**src/rtl/gsp_pkg.sv**
```systemverilog
package gsp_pkg;

    // Two-bit direction counter states; the upper bit is the prediction.
    typedef enum logic [1:0] {
        STRONG_NT = 2'b00,
        WEAK_NT   = 2'b01,
        WEAK_T    = 2'b10,
        STRONG_T  = 2'b11
    } ctr_state_t;

    localparam ctr_state_t CTR_RESET = WEAK_NT;

endpackage

```
**src/rtl/gsp_sat_ctr.sv**
```systemverilog
module gsp_sat_ctr
    import gsp_pkg::*;
(
    input  logic       clk,
    input  logic       rst_n,
    input  logic       upd_en,
    input  logic       upd_taken,
    output logic [1:0] state_o,
    output logic       taken_o
);

    ctr_state_t state_q;
    ctr_state_t state_d;

    // state register
    always_ff @(posedge clk) begin
        if (!rst_n) begin
            state_q <= CTR_RESET;
        end else begin
            state_q <= state_d;
        end
    end

    // transitions
    always_comb begin
        state_d = state_q;
        if (upd_en) begin
            unique case (state_q)
                STRONG_NT: state_d = upd_taken ? WEAK_NT  : STRONG_NT;
                WEAK_NT:   state_d = upd_taken ? WEAK_T   : STRONG_NT;
                WEAK_T:    state_d = upd_taken ? STRONG_T : WEAK_NT;
                STRONG_T:  state_d = upd_taken ? STRONG_T : WEAK_T;
                default:   state_d = CTR_RESET;
            endcase
        end
    end

    // outputs
    always_comb begin
        state_o = state_q;
        unique case (state_q)
            STRONG_NT, WEAK_NT: taken_o = 1'b0;
            WEAK_T, STRONG_T:   taken_o = 1'b1;
            default:            taken_o = 1'b0;
        endcase
    end

endmodule

```
**src/rtl/gsp_ghr.sv**
```systemverilog
module gsp_ghr #(
    parameter int HIST_W = 8
) (
    input  logic              clk,
    input  logic              rst_n,
    input  logic              shift_en,
    input  logic              bit_in,
    output logic [HIST_W-1:0] hist_o
);

    logic [HIST_W-1:0] hist_q;
    logic [HIST_W-1:0] hist_d;

    generate
        if (HIST_W == 1) begin : g_single
            always_comb hist_d = shift_en ? bit_in : hist_q;
        end else begin : g_multi
            always_comb hist_d = shift_en ? {hist_q[HIST_W-2:0], bit_in} : hist_q;
        end
    endgenerate

    always_ff @(posedge clk) begin
        if (!rst_n) begin
            hist_q <= '0;
        end else begin
            hist_q <= hist_d;
        end
    end

    assign hist_o = hist_q;

endmodule

```
**src/rtl/gsp_hash.sv**
```systemverilog
module gsp_hash #(
    parameter int PC_W   = 32,
    parameter int PC_LSB = 2,
    parameter int IDX_W  = 8,
    parameter int HIST_W = 8
) (
    input  logic [PC_W-1:0]   pc,
    input  logic [HIST_W-1:0] hist,
    output logic [IDX_W-1:0]  idx
);

    logic [IDX_W-1:0] pc_bits;
    logic [IDX_W-1:0] hist_bits;

    assign pc_bits = pc[PC_LSB +: IDX_W];

    // newest history bits sit at the bottom; pad or trim to the index width
    generate
        if (HIST_W >= IDX_W) begin : g_trim
            assign hist_bits = hist[IDX_W-1:0];
        end else begin : g_pad
            assign hist_bits = {{(IDX_W-HIST_W){1'b0}}, hist};
        end
    endgenerate

    assign idx = pc_bits ^ hist_bits;

endmodule

```
**src/rtl/gsp_pht.sv**
```systemverilog
module gsp_pht #(
    parameter int IDX_W = 8
) (
    input  logic                      clk,
    input  logic                      rst_n,
    input  logic [IDX_W-1:0]          rd_idx,
    output logic                      rd_taken,
    input  logic                      wr_en,
    input  logic [IDX_W-1:0]          wr_idx,
    input  logic                      wr_taken,
    output logic [2*(1<<IDX_W)-1:0]   ctr_flat
);

    localparam int DEPTH = 1 << IDX_W;

    logic [DEPTH-1:0] dir_vec;
    logic [DEPTH-1:0] sel_vec;

    generate
        for (genvar e = 0; e < DEPTH; e++) begin : g_ent
            assign sel_vec[e] = wr_en && (wr_idx == IDX_W'(e));
            gsp_sat_ctr u_ctr (
                .clk       (clk),
                .rst_n     (rst_n),
                .upd_en    (sel_vec[e]),
                .upd_taken (wr_taken),
                .state_o   (ctr_flat[2*e +: 2]),
                .taken_o   (dir_vec[e])
            );
        end
    endgenerate

    // read returns registered state: an update in this cycle is not visible yet
    assign rd_taken = dir_vec[rd_idx];

endmodule

```
**src/rtl/gshare_predictor.sv**
```systemverilog
module gshare_predictor #(
    parameter int PC_W   = 32,
    parameter int PC_LSB = 2,
    parameter int IDX_W  = 8,
    parameter int HIST_W = 8
) (
    input  logic              clk,
    input  logic              rst_n,
    input  logic [PC_W-1:0]   pred_pc,
    output logic              pred_taken,
    output logic [HIST_W-1:0] pred_hist,
    input  logic              res_valid,
    input  logic [PC_W-1:0]   res_pc,
    input  logic              res_taken,
    input  logic [HIST_W-1:0] res_hist
);

    localparam int DEPTH = 1 << IDX_W;

    logic [HIST_W-1:0]  ghr;
    logic [IDX_W-1:0]   rd_idx;
    logic [IDX_W-1:0]   wr_idx;
    logic [2*DEPTH-1:0] ctr_flat;

    gsp_ghr #(.HIST_W(HIST_W)) u_ghr (
        .clk      (clk),
        .rst_n    (rst_n),
        .shift_en (res_valid),
        .bit_in   (res_taken),
        .hist_o   (ghr)
    );

    gsp_hash #(.PC_W(PC_W), .PC_LSB(PC_LSB), .IDX_W(IDX_W), .HIST_W(HIST_W)) u_rd_hash (
        .pc   (pred_pc),
        .hist (ghr),
        .idx  (rd_idx)
    );

    gsp_hash #(.PC_W(PC_W), .PC_LSB(PC_LSB), .IDX_W(IDX_W), .HIST_W(HIST_W)) u_wr_hash (
        .pc   (res_pc),
        .hist (res_hist),
        .idx  (wr_idx)
    );

    gsp_pht #(.IDX_W(IDX_W)) u_pht (
        .clk      (clk),
        .rst_n    (rst_n),
        .rd_idx   (rd_idx),
        .rd_taken (pred_taken),
        .wr_en    (res_valid),
        .wr_idx   (wr_idx),
        .wr_taken (res_taken),
        .ctr_flat (ctr_flat)
    );

    assign pred_hist = ghr;

endmodule

```
**config.mk**
```make
export PLATFORM = sky130hd
export DESIGN_NAME = gshare_predictor
export DESIGN_NICKNAME = d
export VERILOG_FILES = /design/src/rtl/gsp_pkg.sv /design/src/rtl/gsp_sat_ctr.sv /design/src/rtl/gsp_ghr.sv /design/src/rtl/gsp_hash.sv /design/src/rtl/gsp_pht.sv /design/src/rtl/gshare_predictor.sv
export SDC_FILE = /design/constraint.sdc
export NUM_CORES = 2
export LEC_CHECK = 0
export ABC_AREA = 1
export ABC_CLOCK_PERIOD_IN_PS = 3100
export BUFFER_PORTS_ARGS = -buffer_cell sky130_fd_sc_hd__buf_2
export CORE_MARGIN = 3
export CORE_UTILIZATION = 60
export CTS_CLUSTER_DIAMETER = 80
export DETAILED_ROUTE_END_ITERATION = 10
export GPL_ROUTABILITY_DRIVEN = 0
export PLACE_DENSITY = 0.8
export REMOVE_ABC_BUFFERS = 1
export SYNTH_ARGS = -nofsm -noshare
export SYNTH_HDL_FRONTEND = slang
export SYNTH_SLANG_ARGS = --single-unit
export TNS_END_PERCENT = 30
```
**constraint.sdc**
```tcl
create_clock -name clk -period 3.1 [get_ports clk]
set_clock_uncertainty 0.1 [all_clocks]
set_input_delay 0.465 -clock clk [delete_from_list [all_inputs] [get_ports clk]]
set_output_delay 0.465 -clock clk [all_outputs]
set_load 0.05 [all_outputs]
```
==> out/results.ini <==
[status]
status = finished with violations
violations = setup timing

[setup_path]
r2r-start = u_pht.g_ent[161].u_ctr.state_o[1]
required_ps = 2530
start_kind = flip-flop
cp_slowest_stage_delay_ps = 380
crit_type = reg -> out
cp_cell_sequence = inv_6 > nand2_4 > nand2_8 > buf_6 > nand2_1 > nand3_1 > nand3_1 > nand3_1 > nand3_1 > nand3_2 > nand3_2 > nand3_2 > nand2_4 > buf_12
cp_max_fo = 18
cp.arrival_ps = 2690
cpMostUsedCell = nand3_1
r2r-end = u_pht.g_ent[161].u_ctr.state_o[0]
cp.buffers_inverters = 3
cp_slowest_cell = dfxtp_4
crit_family = simple AND/OR/NAND/NOR gates
reg2reg_slack_ps = 1900
r2r_cells = 4
end_kind = primary output

[synthesis]
syn_avg_cell_area_um2 = 6.68
synth.area.top_cells = dfxtp_1, o21ai_0, nand2_1
synth_area_um2 = 27500
yosysSeqAreaShare = 0.378
yosysUniqueCellTypes = 26
synth_seq_cells = 520
synth_top_cell_by_area = dfxtp_1
ys_warn_count = 0
syn_inst = 4118
synth_top_area_frac = 0.378

[clock_tree]
clk_pin_slew_ps = 60
cts_tree = built
cts_made_buffers = 55
insertion_delay_ps = 600
h-tree-depth = 2
cts.root.buffer_cell = clkbuf_16
cts.sinks = 520
clockBufferDepth = 3

[drt]
vias = 29600
drc = 0
met1_length_um = 34800
routed_wl_um = 89100
dr.pass1.iters = 8
top_layer_used = met4
viasPerCell = 6.19
routedWlPerCell_um = 18.7
drtAntennaViolNets = 0
wl_met3_um = 10200
drt-initial-drc-count = 3693
met2_length_um = 38900

[final_layout]
fin_nets = 4218
multi_input_area_um2 = 14800
area_delta_synth_final_pct = 16.1
seq_area_um2 = 10400
instances_no_fill = 4774
drive_gt1_frac = 0.100
antenna_cells = 0
final_common_cell = nand2_1
n_fill_cell = 3584
layout_common_cells = nand2_1, o21ai_0, inv_1
final_area_um2 = 31900

[global_routing]
first_global_vias = 26700
grt_pass1_wl_um = 139000
grt_overflow = 0
antenna_found_initial = 1
grt_max_degree = 168
track_usage = 0.357

[sta]
timing.final.crit_share = 1.05
rsz0062_at_grt = true
fmax_mhz = 307
finalSetupTns_ps = -159
slew_headroom = 0.425
slew_viol_final = 0
finalSetupViolCount = 1
worst_slew_pin_slew_ps = 862
setup_slack_ps = -159
period_minus_slack_ps = 3260
hold_viol = 0

[power]
p_comb_frac = 0.137
ir_drop_v = 0.000430
clockPowerShare = 0.439
power_density_nw_per_um2 = 497
power.leakage_nw = 13.4
total_power_mw = 15.9
p_int_mw = 11.6
power_frac_seq = 0.424
switching_share = 0.273
p_sw_mw = 4.34

[floorplan]
chipHeight_um = 220
coreArea_um2 = 44800
std_cell_rows = 77
start_util = 0.614
die_x_um = 220
io_pins = 85
die-area_um2 = 48500

[worst_hold_path]
holdPathEnd = u_pht.g_ent[74].u_ctr.state_o[0]
whs_path_depth = 2
hold_path.class = in -> reg
min_from = rst_n

[placement]
dp.cells = 4644
numPortBuffers = 36
dp_hpwl_um = 54200
place_area_um2 = 28800

[run]
maxCapViolCount = 0

-- sequential cells by signal (all words and copies together), names as in the netlist --
register	count
u_ghr.hist_o	8
u_pht.g_ent.u_ctr.state_o	512
-- synth_stat cells --
library cell / number
o2111ai_1: 1
nor3_1: 26
a31oi_1: 7
dfxtp_1: 520
a21oi_1: 339
inv_1: 563
maj3_1: 18
a221oi_1: 52
buf_6: 1
a211oi_1: 28
nor2_4: 7
buf_2: 34
xor2_2: 1
nand2_1: 721
nor2_2: 20
o211ai_1: 281
inv_2: 14
o21ai_1: 5
buf_1: 9
o21ai_0: 658
xnor2_2: 2
nand3_1: 391
clkbuf_1: 166
nor3_4: 1
nor2_1: 240
xnor2_1: 13
-- routing by layer --
layer,track usage,up-vias
met5,0,-
met4,0.192,0
met3,0.0698,365
met2,0.568,1623
met1,0.459,13600
li1,-,14000
-- stage by stage --
stage                     hold slack [ps]  setup slack [ps]   util
after detailed placement              362               182  0.644
after CTS                            48.9             -47.5  0.704
after global routing                 69.0              -188  0.713
final                                67.6              -159  0.713
after floorplan                       346             -3510      -
after global placement                356               189  0.644
-- timing repair --
item / 4_1_cts / 5_1_grt
resized for setup: 87 / 72
endpoints found under the setup margin: 1 / 1
endpoints found under the hold margin: 0 / 0
setup buffers: 19 / 4
gates cloned: 10 / 3
hold buffers: 0 / 0
pin swaps: 36 / 44
-- cell families after synthesis --
logic type,after synthesis,synth area share
buffers and inverters,787,0.109
flip-flops,520,0.378
XOR/XNOR,16,0.00591
AO/OA/AOI/OAI,1371,0.285
adder cells (fa/ha/maj),18,0.00655
AND/OR/NAND/NOR,1406,0.215
-- worst max path at each step --
stage          depth (start not counted)                               end             from
6_report                              14                        pred_taken  u_ghr.hist_o[0]
5_1_grt                               14                        pred_taken  u_ghr.hist_o[0]
4_1_cts                               13                        pred_taken  u_ghr.hist_o[0]
3_5_place_dp                          15                        pred_taken       pred_pc[2]
3_3_place_gp                          15                        pred_taken       pred_pc[2]
2_1_floorplan                          4  u_pht.g_ent[11].u_ctr.state_o[0]        res_taken
-- power by group through the flow --
stage,clock [mW],sequential (mW),combinational [mW]
2_1_floorplan,0,6.90,0.876
3_3_place_gp,0,6.88,1.69
3_5_place_dp,0,6.88,1.71
4_1_cts,7.00,6.74,1.99
5_1_grt,7.26,6.74,2.28
6_report,6.97,6.74,2.18
-- final cells by class --
class,instances,area share
multi-input combinational,2812,0.462
sequential,520,0.326
inverter,577,0.0685
timing repair buffer,176,0.0616
clock buffer,83,0.0518
tap,592,0.0232
clock inverter,14,0.00701
No activity file was read; power rests on OpenSTA's default activity.
